## src/rtl/fw_wp_pkg.sv

```systemverilog
package fw_wp_pkg;
  typedef struct packed {
    logic setWe;
    logic clrWe;
    logic setLock;
    logic setSmmP;
    logic clrViol;
  } wpStrobe_t;
endpackage

```

## src/rtl/fw_wp_ctl.sv

```systemverilog
module fw_wp_ctl
  import fw_wp_pkg::*;
#(
  parameter int REG_W    = 8,
  parameter int WE_BIT   = 0,
  parameter int LOCK_BIT = 1,
  parameter int SMMP_BIT = 5,
  parameter int VIOL_BIT = 7
) (
  input  logic             clk,
  input  logic             rst_n,
  input  logic             regWrEn,
  input  logic [REG_W-1:0] regWrData,
  input  logic             hdlrClr,
  input  logic             lockQ,
  output wpStrobe_t        strb,
  output logic             smiReq
);
  logic smiQ;
  logic wantWe;
  logic unusedData;

  assign unusedData = &{1'b0, regWrData};
  assign wantWe = regWrEn & regWrData[WE_BIT];

  always_comb begin
    strb.clrWe   = hdlrClr | (regWrEn & ~regWrData[WE_BIT]);
    strb.setWe   = wantWe & ~hdlrClr;
    strb.setLock = regWrEn & regWrData[LOCK_BIT];
    strb.setSmmP = regWrEn & regWrData[SMMP_BIT];
    strb.clrViol = regWrEn & regWrData[VIOL_BIT];
  end

  // interrupt raised on any attempt to enable writes under lock
  always_ff @(posedge clk) begin
    if (!rst_n) smiQ <= 1'b0;
    else        smiQ <= wantWe & lockQ;
  end
  assign smiReq = smiQ;

  a_r3_smi_after_locked_set: assert property (@(posedge clk) disable iff (!rst_n)
    (regWrEn && regWrData[WE_BIT] && lockQ) |=> smiReq);
  a_r4_smi_needs_attempt: assert property (@(posedge clk) disable iff (!rst_n)
    smiReq |-> $past(regWrEn && regWrData[WE_BIT] && lockQ));
  a_r5_clear_beats_set: assert property (@(posedge clk) disable iff (!rst_n)
    hdlrClr |-> !strb.setWe);
endmodule

```

## src/rtl/fw_wp_dp.sv

```systemverilog
module fw_wp_dp
  import fw_wp_pkg::*;
#(
  parameter int REG_W    = 8,
  parameter int WE_BIT   = 0,
  parameter int LOCK_BIT = 1,
  parameter int SMMP_BIT = 5,
  parameter int VIOL_BIT = 7
) (
  input  logic             clk,
  input  logic             rst_n,
  input  wpStrobe_t        strb,
  input  logic             inSmm,
  input  logic             wrReq,
  output logic             lockQ,
  output logic [REG_W-1:0] rdData,
  output logic             wrGrant,
  output logic             wrBlock
);
  logic weQ;
  logic smmPQ;
  logic violQ;
  logic modeOk;

  always_ff @(posedge clk) begin
    if (!rst_n) begin
      weQ   <= 1'b0;
      lockQ <= 1'b0;
      smmPQ <= 1'b0;
      violQ <= 1'b0;
    end else begin
      if (strb.clrWe)      weQ <= 1'b0;
      else if (strb.setWe) weQ <= 1'b1;
      if (strb.setLock) lockQ <= 1'b1;
      if (strb.setSmmP) smmPQ <= 1'b1;
      if (wrBlock)           violQ <= 1'b1;
      else if (strb.clrViol) violQ <= 1'b0;
    end
  end

  assign modeOk  = ~smmPQ | inSmm;
  assign wrGrant = wrReq & weQ & modeOk;
  assign wrBlock = wrReq & ~wrGrant;

  always_comb begin
    rdData           = '0;
    rdData[WE_BIT]   = weQ;
    rdData[LOCK_BIT] = lockQ;
    rdData[SMMP_BIT] = smmPQ;
    rdData[VIOL_BIT] = violQ;
  end

  a_r1_grant_block_exclusive: assert property (@(posedge clk) disable iff (!rst_n)
    !(wrGrant && wrBlock));
  a_r5_clear_drops_we: assert property (@(posedge clk) disable iff (!rst_n)
    strb.clrWe |=> !weQ);
  a_r6_lock_sticky: assert property (@(posedge clk) disable iff (!rst_n)
    lockQ |=> lockQ);
  a_r6_smmp_sticky: assert property (@(posedge clk) disable iff (!rst_n)
    smmPQ |=> smmPQ);
  a_r8_no_grant_outside_smm: assert property (@(posedge clk) disable iff (!rst_n)
    (smmPQ && !inSmm) |-> !wrGrant);
  a_r9_block_sets_flag: assert property (@(posedge clk) disable iff (!rst_n)
    wrBlock |=> violQ);
endmodule

```

## src/rtl/fw_wp_ctrl.sv

```systemverilog
module fw_wp_ctrl
  import fw_wp_pkg::*;
#(
  parameter int REG_W    = 8,
  parameter int WE_BIT   = 0,
  parameter int LOCK_BIT = 1,
  parameter int SMMP_BIT = 5,
  parameter int VIOL_BIT = 7
) (
  input  logic             clk,
  input  logic             rst_n,
  input  logic             regWrEn,
  input  logic [REG_W-1:0] regWrData,
  output logic [REG_W-1:0] regRdData,
  input  logic             hdlrClr,
  input  logic             inSmm,
  input  logic             wrReq,
  output logic             wrGrant,
  output logic             wrBlock,
  output logic             smiReq
);
  wpStrobe_t strb;
  logic      lockQ;

  fw_wp_ctl #(
    .REG_W(REG_W), .WE_BIT(WE_BIT), .LOCK_BIT(LOCK_BIT),
    .SMMP_BIT(SMMP_BIT), .VIOL_BIT(VIOL_BIT)
  ) u_ctl (
    .clk(clk), .rst_n(rst_n), .regWrEn(regWrEn), .regWrData(regWrData),
    .hdlrClr(hdlrClr), .lockQ(lockQ), .strb(strb), .smiReq(smiReq)
  );

  fw_wp_dp #(
    .REG_W(REG_W), .WE_BIT(WE_BIT), .LOCK_BIT(LOCK_BIT),
    .SMMP_BIT(SMMP_BIT), .VIOL_BIT(VIOL_BIT)
  ) u_dp (
    .clk(clk), .rst_n(rst_n), .strb(strb), .inSmm(inSmm), .wrReq(wrReq),
    .lockQ(lockQ), .rdData(regRdData), .wrGrant(wrGrant), .wrBlock(wrBlock)
  );
endmodule

```

## config.mk

```make
export PLATFORM = sky130hd
export DESIGN_NAME = fw_wp_ctrl
export DESIGN_NICKNAME = d
export VERILOG_FILES = /design/src/rtl/fw_wp_pkg.sv /design/src/rtl/fw_wp_ctl.sv /design/src/rtl/fw_wp_dp.sv /design/src/rtl/fw_wp_ctrl.sv
export SDC_FILE = /design/constraint.sdc
export NUM_CORES = 1
export LEC_CHECK = 0
export ABC_CLOCK_PERIOD_IN_PS = 1850
export BUFFER_PORTS_ARGS = -buffer_cell sky130_fd_sc_hd__buf_2
export CAP_MARGIN = 20
export CORE_AREA = 2 2 39 41
export CTS_CLUSTER_SIZE = 16
export DETAILED_ROUTE_END_ITERATION = 16
export DIE_AREA = 0 0 41 43
export PLACE_DENSITY_LB_ADDON = 0.08
export SYNTH_ARGS = -nofsm -noshare
export SYNTH_HDL_FRONTEND = slang
export SYNTH_SLANG_ARGS = --single-unit
```

## constraint.sdc

```tcl
create_clock -name clk -period 1.85 [get_ports clk]
set_clock_uncertainty 0.15 [all_clocks]
set_input_delay 0.555 -clock clk [delete_from_list [all_inputs] [get_ports clk]]
set_output_delay 0.555 -clock clk [all_outputs]
set_load 0.1 [all_outputs]
```

### Word level (Yosys, flattened, before mapping)

Cells that the tools add are included.

| cells by class | value |
|---|---|
| mux-type cells | 2 |
| bitwise gates (word level) | 17 |
| reductions and logical operators | 2 |

Operator list:

| kind | count |
|---|---|
| bitwise AND 1 bit | 10 |
| NOT 1 bit | 5 |
| two-way mux 1 bit | 2 |
| OR 1 bit | 2 |
| nonzero test 2 bit | 1 |
| OR reduction 2 bit | 1 |

| storage, ports and cells | value |
|---|---|
| register bits after elaboration | 5 |
| input port bits | 14 |

### Depth between registers and ports, before layout

Gate-level depths: netlist (run 1).

| logic depth | value |
|---|---|
| depth in word-level cells | 6 |
| gate-level depth with buffers | 3 |
| depth with buffers taken out | 3 |

### Modules after synthesis

A second synthesis (run 1) with hierarchy kept.

| second synthesis, totals | value |
|---|---|
| cells, all modules | 34 |
| area total of the unflattened synthesis | 289.0 µm² |

By module, submodules not included:

| module | times used | cells an instance | area each (µm²) | seq. area each (µm²) |
|---|---|---|---|---|
| fw_wp_dp | 1 | 24 | 215.2 | 80.1 |
| fw_wp_ctl | 1 | 10 | 73.8 | 20.0 |

### Worst setup path after synthesis (run 1)

Ideal clock, no wire load.

| timing path | value |
|---|---|
| path kind | input-to-output |
| from | input port inSmm |
| to | output port wrBlock |
| arrival | 1.547 ns |
| required time | 1.145 ns |
| slack | -0.402 ns |
| cell stages on the path | 2 |
| cells stage by stage | nand2b_4 a21boi_2 |

| on the way | value |
|---|---|
| cells in the longest elaborated chain, start to end | 4 |

RTL lines:

| element | RTL line | text |
|---|---|---|
| start: declaration | fw_wp_ctrl.sv:16 | `input logic inSmm,` |
| OR 1 bit | fw_wp_dp.sv:41 | `assign modeOk = ~smmPQ \| inSmm;` |
| bitwise AND 1 bit | fw_wp_dp.sv:42 | `assign wrGrant = wrReq & weQ & modeOk;` |
| NOT 1 bit | fw_wp_dp.sv:43 | `assign wrBlock = wrReq & ~wrGrant;` |
| bitwise AND 1 bit | fw_wp_dp.sv:43 |  |
| end: declaration | fw_wp_ctrl.sv:19 | `output logic wrBlock,` |

Every way passes these cells.

### Worst setup path in the final report (run 1)

Same ends and word-level chain as after synthesis.

==> impl_metrics.tcl, run 1 <==
set metrics [dict create \
    period_share_pct 99.7 \
    via_per_inst 3.57 \
    seq_area_frac_synth_pct 37.7 \
    synth-seq-cells 5 \
    synth-edff-count 0 \
    tns_ps 0 \
    initial_core_util_pct 19.2 \
    dieArea_um2 1760 \
    antenna_cells 0 \
    cts_made_buffers 3 \
    yosys_warnings 0 \
    synth-async-reset-ratio_pct 0 \
    core-area_um2 1380 \
    r2r_cells 4 \
    cts_sinks 5 \
    synth_top_area_share_pct 37.7 \
    area_growth_syn_to_layout_pct 62.3 \
    ys_top_cells_by_count "buf_4, dfxtp_1, a21oi_1, nor2b_1" \
    wirelength_um 494 \
    place_area_um2 392 \
    power-per-cell-area_nw_per_um2 894 \
    die_x_um 41 \
    io_buffers 16 \
    rows 14 \
    irDropWorstVdd_mv 0.289 \
    insertion_delay_ps 240 \
    r2r_slack_ps 790 \
    crit_required_ps 1140 \
    yosysMostFrequentCell "buf_4" \
    cts_setup_buffers 0 \
    grt_pass1_wl_um 717 \
    timing.final.crit_period_ps 1840 \
    crit_path_end_kind "primary output" \
    drive_gt1_share_pct 61.9 \
    grt_max_degree 6 \
    critPathKind "in -> out" \
    cp.arrival_ps 1140 \
    grt_pass1_vias 187 \
    synth.distinct_cells 13 \
    min_from "hdlrClr" \
    ant_nets 0 \
    fin_nets 57 \
    min_path_type "in -> reg" \
    cts_tree "built" \
    cts-root-buf "clkbuf_4" \
    postLayoutCoreUtil_pct 31.1 \
    power.leakage_nw 0.205 \
    dieHeight_um 43 \
    ioPinCount 25 \
    drt_first_pass_iters 1 \
    whs_ps 325 \
    synth_area_per_cell_um2 10.2 \
    timing.rr.end "u_dp.violQ" \
    syn-instance-count 26 \
    synth_top_flop_cell "dfxtp_1" \
    final_cell_area_um2 430 \
    whs_endpoint "u_dp.weQ" \
    place.gp.congestion 0.611 \
    crit_path_max_fanout 2 \
    setup_viol 0 \
    cts_buffer_depth 2 \
    drc_errors 0 \
    syn_area_um2 265 \
    drv_slew 0 \
    fmax_mhz 542 \
    status "finished, final reports clean" \
    antenna_found_initial 0 \
    cp-start-kind "input port" \
    track_usage_pct 6.64 \
    drtIter0Drc 0 \
    grt-ovfl-total 0 \
    cap_violations 0 \
    vias 207 \
    yosys.area.top_type "dfxtp_1" \
    rsz0062_at_grt "yes" \
    finalHoldViolations 0 \
    min_path_cells 2 \
    synth.area.top_cells "dfxtp_1, buf_4, nand2b_4" \
    h-tree-depth 1 \
    total_power_w 0.000385 \
    clkTransAtPathRegs_ps 40 \
    post_drt_wl_per_cell_um 8.52 \
    worstReg2RegStart "u_dp.smmPQ" \
]
## where the power goes
| group | internal [W] | switching, W |
|---|---|---|
| combinational | 0.0000371 | 0.000104 |
| sequential | 0.000114 | 0.00000560 |
| clock | 0.0000814 | 0.0000422 |
| total | 0.000233 | 0.000152 |
## per-stage QoR
stage | setup slack (ps) | std cells
global route | -25.6 | 58
finish | 5.85 | 58
floorplan | -127 | 29
CTS | -2.22 | 58
global placement | -41.4 | 54
detailed placement | -40.4 | 54
## layer usage
| metal | global-route usage [%] | vias to the layer above | routed length [um] |
|---|---|---|---|
| met5 | 0 | - | 0 |
| met1 | 8.74 | 85 | 216 |
| met2 | 6.56 | 16 | 207 |
| met4 | 8.00 | 0 | 0 |
| met3 | 3.14 | 0 | 70 |
| li1 | - | 106 | - |
## cell usage in the layout (no fill, tap or decap)
| master | Yosys | routed |
|---|---|---|
| a21boi_0 | 1 | 1 |
| a21boi_4 | 0 | 1 |
| a21oi_1 | 2 | 2 |
| and3_4 | 0 | 1 |
| and4_1 | 1 | 1 |
| buf_12 | 0 | 4 |
| buf_2 | 0 | 11 |
| buf_4 | 8 | 1 |
| buf_6 | 0 | 1 |
| clkbuf_1 | 0 | 1 |
| clkbuf_4 | 0 | 3 |
| conb_1 | 1 | 4 |
| dfxtp_1 | 5 | 3 |
| dfxtp_2 | 0 | 2 |
| mux2i_1 | 1 | 1 |
| nand2b_4 | 1 | 1 |
| nor2b_1 | 2 | 2 |
| nor3b_2 | 1 | 1 |
| o21a_1 | 1 | 1 |
## state kept, by name, summed over array words and instances (netlist names)
name,cells
u_dp.weQ,1
u_dp.lockQ,1
u_dp.smmPQ,1
u_dp.violQ,1
u_ctl.smiReq,1
## worst max-delay path by stage
| stage | start | end |
|---|---|---|
| 4_1_cts | inSmm | wrBlock |
| 6_report | inSmm | wrBlock |
| 3_3_place_gp | inSmm | wrGrant |
| 2_1_floorplan | inSmm | wrBlock |
| 3_5_place_dp | inSmm | wrGrant |
| 5_1_grt | inSmm | wrBlock |
## critical path, stage by stage
cell      delay [ps]
buf_6             90
nand2b_4         140
a21boi_4         160
buf_12           190
## layout make-up
| class | count | area (um2) |
|---|---|---|
| clock buffers | 4 | 26.3 |
| flip-flops and latches | 5 | 103 |
| well taps | 16 | 20.0 |
| multi-input cells | 16 | 128 |
| repair buffers | 17 | 154 |
| fillers | 151 | 953 |
## cells by family (layout without fill, tap and decap cells)
family	after synthesis	count (layout)	synth area share, %
flops	5	5	37.7
mux	1	1	3.77
simple gates	6	6	20.8
buf+inv	8	21	22.6
compound gates	5	5	13.7
other cells	1	4	1.41
## timing repair
item / 4_1_cts / 5_1_grt
pin swaps: 1 / 0
hold buffers: 0 / 0
gates resized for setup: 2 / 2
endpoints found under the setup margin: 2 / 2
Note: power is estimated with default switching activity, not from simulation.
==> run 2: changes to the inputs <==
--- a/config.mk
+++ b/config.mk
@@ -5,6 +5,7 @@
 export SDC_FILE = /design/constraint.sdc
 export NUM_CORES = 1
 export LEC_CHECK = 0
+export ABC_AREA = 1
 export ABC_CLOCK_PERIOD_IN_PS = 1850
 export BUFFER_PORTS_ARGS = -buffer_cell sky130_fd_sc_hd__buf_2
 export CAP_MARGIN = 20
==> run 2 against run 1 <==
Effect of this change:
- wire length is 4.5% higher
- final cell count increased by 22%
- register-to-register slack better by 50 ps
- clock power about the same
- first-iteration DRC count grew 3
- combinational power hardly changed
- worst setup slack improved by 27 ps
- largest cell class unchanged
==> impl_metrics.tcl, run 2 <==
set metrics [dict create \
    status "finished, final reports clean" \
    synth_area_per_cell_um2 7.10 \
    cts_sinks 5 \
    dieArea_um2 1760 \
    core-area_um2 1380 \
    ys_top_cells_by_count "nand2_1, buf_4, inv_1" \
    min_path_cells 2 \
    cts_tree "built" \
    syn-instance-count 37 \
    crit_path_max_fanout 2 \
    irDropWorstVdd_mv 0.314 \
    drv_slew 0 \
    cp.arrival_ps 1110 \
    synth-edff-count 0 \
    setup_viol 0 \
    period_share_pct 98.2 \
    wirelength_um 516 \
    post_drt_wl_per_cell_um 7.27 \
    cts-root-buf "clkbuf_4" \
    finalHoldViolations 0 \
    initial_core_util_pct 19.0 \
    track_usage_pct 7.72 \
    place.gp.congestion 0.624 \
    antenna_cells 0 \
    syn_area_um2 263 \
    drt_first_pass_iters 2 \
    cts_setup_buffers 0 \
    hpwl_um 443 \
    synth_top_flop_cell "dfxtp_1" \
    cts_buffer_depth 2 \
    cap_violations 0 \
    r2r_cells 5 \
    cts_made_buffers 3 \
    power.leakage_nw 0.232 \
    crit_path_end_kind "primary output" \
    timing.final.crit_period_ps 1820 \
    min_path_type "reg -> reg" \
    rsz0062_at_grt "yes" \
    area_growth_syn_to_layout_pct 75.2 \
    die_x_um 41 \
    io_buffers 16 \
    critPathKind "in -> out" \
    vias 245 \
    ant_nets 0 \
    rows 14 \
    grt_max_degree 6 \
    ctsHoldBuffers 0 \
    yosys_warnings 0 \
    synth_top_area_share_pct 38.1 \
    yosysMostFrequentCell "nand2_1" \
    synth.distinct_cells 11 \
    seq_area_frac_synth_pct 38.1 \
    final_cell_mix "buf_2, nand2_1, conb_1, dfxtp_1" \
    synth-seq-cells 5 \
    antenna_found_initial 0 \
    fin_nets 70 \
    final_common_cell "buf_2" \
    grt_pass1_vias 205 \
    total_power_w 0.000383 \
    crit_required_ps 1140 \
    via_per_inst 3.45 \
    h-tree-depth 1 \
    insertion_delay_ps 240 \
    yosys.area.top_type "dfxtp_1" \
    synth-async-reset-ratio_pct 0 \
    grt_pass1_wl_um 814 \
    layoutNonFillerInstCount 71 \
    fmax_mhz 550 \
    whs_ps 308 \
    drive_gt1_share_pct 60.0 \
    drc_errors 0 \
    dp.cells 67 \
    grt-ovfl-total 0 \
    dieHeight_um 43 \
    cp-start-kind "input port" \
    ioPinCount 25 \
    power-per-cell-area_nw_per_um2 832 \
    clkTransAtPathRegs_ps 40 \
    drtIter0Drc 3 \
    synth.area.top_cells "dfxtp_1, buf_4, nand2_1" \
]
-- run 2: critical path: stages --
cell and delay [ps]:
buf_8 100, nand2_4 50, inv_4 30, nand2_4 80
nand2_4 60, clkinvlp_4 70, buf_12 160
-- run 2: logic make-up after synthesis --
kind of cell / count (synthesis) / synth area share [%]
buf+inv: 15 / 32.9
flops: 5 / 38.1
simple gates: 12 / 18.6
compound gates: 4 / 9.05
other cells: 1 / 1.43
-- run 2: worst paths after layout --
kind | start | slack, ps | to
worst max-delay path | wrReq | 30 | wrBlock
worst min-delay path | u_dp.violQ | 310 | u_dp.violQ
worst max register to register | u_dp.smmPQ | 840 | u_dp.violQ
worst min register to register | u_dp.violQ | 310 | u_dp.violQ
-- run 2: stage by stage --
| step | area [um2] | setup slack [ps] | utilization (%) | setup TNS (ps) |
|---|---|---|---|---|
| floorplan | 294 | -52.4 | - | -52.4 |
| global placement | 402 | -62.5 | 29.0 | -62.5 |
| detailed placement | 402 | -53.0 | 29.0 | -53.0 |
| CTS | 443 | 4.62 | 32.0 | 0 |
| global route | 460 | -1.69 | 33.3 | -1.69 |
| finish | 460 | 33.1 | 33.3 | 0 |
-- run 2: final cells by class --
class | instances | area (um2)
inverter | 7 | 36.3
clock buffer | 4 | 26.3
tap | 16 | 20.0
timing repair buffer | 19 | 164
multi-input combinational | 20 | 113
sequential | 5 | 101
fill | 156 | 923
-- run 2: metal layers --
metal	part of all wire (%)	wire length (um)	GRT usage, %
met5	0	0	0
met1	40	207	8.33
met2	50	257	9.38
met3	9.7	50	3.14
met4	0	0	10.0
-- run 2: what timing repair did --
action	4_1_cts	5_1_grt
pin swaps	2	3
setup endpoints to repair	1	1
resized for setup	4	5
-- run 2: report_power, final --
part           switching [W]  internal, W
Sequential        0.00000323     0.000114
Combinational       0.000109    0.0000334
Clock              0.0000421    0.0000814
Total               0.000154     0.000229
==> run 3: changes to the inputs <==
--- a/config.mk
+++ b/config.mk
@@ -14,6 +14,7 @@
 export DETAILED_ROUTE_END_ITERATION = 16
 export DIE_AREA = 0 0 41 43
 export PLACE_DENSITY_LB_ADDON = 0.08
+export REMOVE_ABC_BUFFERS = 1
 export SYNTH_ARGS = -nofsm -noshare
 export SYNTH_HDL_FRONTEND = slang
 export SYNTH_SLANG_ARGS = --single-unit
==> run 3 against run 2 <==
Effect of this change:
- sequential share of layout area rose by 2.9 points
- power fell by 2.4%
- highest routed layer unchanged
- non-clock buffer count fell by 1
- die area did not move
- via count rose by 2.4%
- largest power group unchanged
- sequential power barely moved
- critical path type unchanged
- sequential cell count did not move
==> impl_metrics.tcl, run 3 (same netlist as run 2, synthesis figures left out) <==
set metrics [dict create \
    status "finished, final reports clean" \
    rows 14 \
    clkTransAtPathRegs_ps 40 \
    post_drt_wl_per_cell_um 7.46 \
    path_cells "buf_6 -> nand2_2 -> inv_2 -> nand2_2 -> nand2_2 -> inv_2 -> buf_12" \
    power.leakage_nw 0.223 \
    core-area_um2 1380 \
    vias 251 \
    critPathKind "in -> out" \
    crit_top_cell "nand2_2" \
    worstReg2RegStart "u_dp.smmPQ" \
    initial_core_util_pct 19.0 \
    antenna_found_initial 0 \
    cts-root-buf "clkbuf_4" \
    irDropWorstVdd_mv 0.281 \
    grt_pass1_vias 208 \
    n_fill_cell 163 \
    grt_use_met3_pct 4.71 \
    timing.final.crit_period_ps 1800 \
    busiest_layer "met2" \
    critPathLaunch "wrReq" \
    cap_violations 0 \
    ant_nets 0 \
    ioPinCount 25 \
    drv_slew 0 \
    cts_tree "built" \
    crit_required_ps 1140 \
    place.gp.congestion 0.549 \
    ctsHoldBuffers 0 \
    gr-usage-met2_pct 10.0 \
    h-tree-depth 1 \
    insertion_delay_ps 240 \
    rsz0062_at_grt "no" \
    postLayoutCoreUtil_pct 29.0 \
    tns_ps 0 \
    antenna_cells 0 \
    drive_gt1_share_pct 55.6 \
    drtIter0Drc 0 \
    grt-ovfl-total 0 \
    cts_sinks 5 \
    io_buffers 16 \
    dieArea_um2 1760 \
    fmax_mhz 556 \
    setup_viol 0 \
    grt.met1_usage_pct 7.74 \
    dieHeight_um 43 \
    grt_max_degree 6 \
    fin_nets 69 \
    cp-start-kind "input port" \
    cp.arrival_ps 1090 \
    drt_first_pass_iters 1 \
    hpwl_um 439 \
    drc_errors 0 \
    wirelength_um 522 \
    finalHoldViolations 0 \
    period_share_pct 97.1 \
    track_usage_pct 7.44 \
    via_per_inst 3.59 \
    min_from "u_dp.violQ" \
    die_x_um 41 \
    final_common_cell "buf_2" \
    grt_pass1_wl_um 814 \
    critical_path.slowest_cell "buf_12" \
    cts_made_buffers 3 \
    area_growth_syn_to_layout_pct 52.9 \
    crit_path_max_fanout 2 \
    power-per-cell-area_nw_per_um2 931 \
    slowest_delay_ps 160 \
    cts_buffer_depth 2 \
    crit_path_end_kind "primary output" \
    min_path_type "reg -> reg" \
    final_cell_mix "buf_2, nand2_1, dfxtp_1" \
]
==> run 3: cell count changes in the layout (fill, tap and decap cells not counted), sizes merged <==
cell,previous run,this run
clkinvlp,2,0
buf,19,18
inv,5,7
==> run 3: through the flow <==
step	power [W]	instance area, um2	worst slack, ps	instances	hold WS (ps)
floorplan	0.000219	214	-668	32	538
global route	0.000399	402	2.75	70	346
finish	0.000374	402	52.8	70	314
detailed placement	0.000248	352	-9.46	65	314
CTS	0.000376	378	8.50	69	321
global placement	0.000248	352	-12.7	65	320
==> run 3: layer usage <==
metal | part of all wire [%] | wire length [um]
met5 | 0 | 0
met2 | 52 | 272
met3 | 9.6 | 50
met1 | 38 | 200
met4 | 0 | 0
==> run 3: power breakdown <==
group	internal [W]	switching (W)
clock network	0.0000814	0.0000417
logic	0.0000272	0.000106
registers	0.000114	0.00000341
total	0.000222	0.000151
==> run 3: cell type report <==
cell class,instances,area [um2],area share (%)
clock buffer,4,26.3,6.54
inverter,7,26.3,6.54
multi-input combinational,20,97.6,24.3
sequential,5,100,24.9
tap,16,20.0,4.98
timing repair buffer,18,131,32.7
==> run 3: worst max-delay path: cells and delay by family <==
| kind | cells | cell delay, ps |
|---|---|---|
| buffers and inverters | 4 | 350 |
| and+or+nand+nor | 3 | 180 |
==> run 3: what timing repair did <==
| action | 4_1_cts | 5_1_grt |
|---|---|---|
| setup endpoints to repair | 1 | 2 |
| setup buffers | 0 | 1 |
| gates resized for setup | 1 | 7 |
| pin swaps | 0 | 2 |
==> run 3: path summary, 6_finish.rpt <==
| kind | endpoint | slack, ps | depth (start not counted) |
|---|---|---|---|
| max | wrBlock | 50 | 7 |
| min | u_dp.violQ | 310 | 2 |
| max reg2reg | u_dp.violQ | 740 | 6 |
| min reg2reg | u_dp.violQ | 310 | 2 |
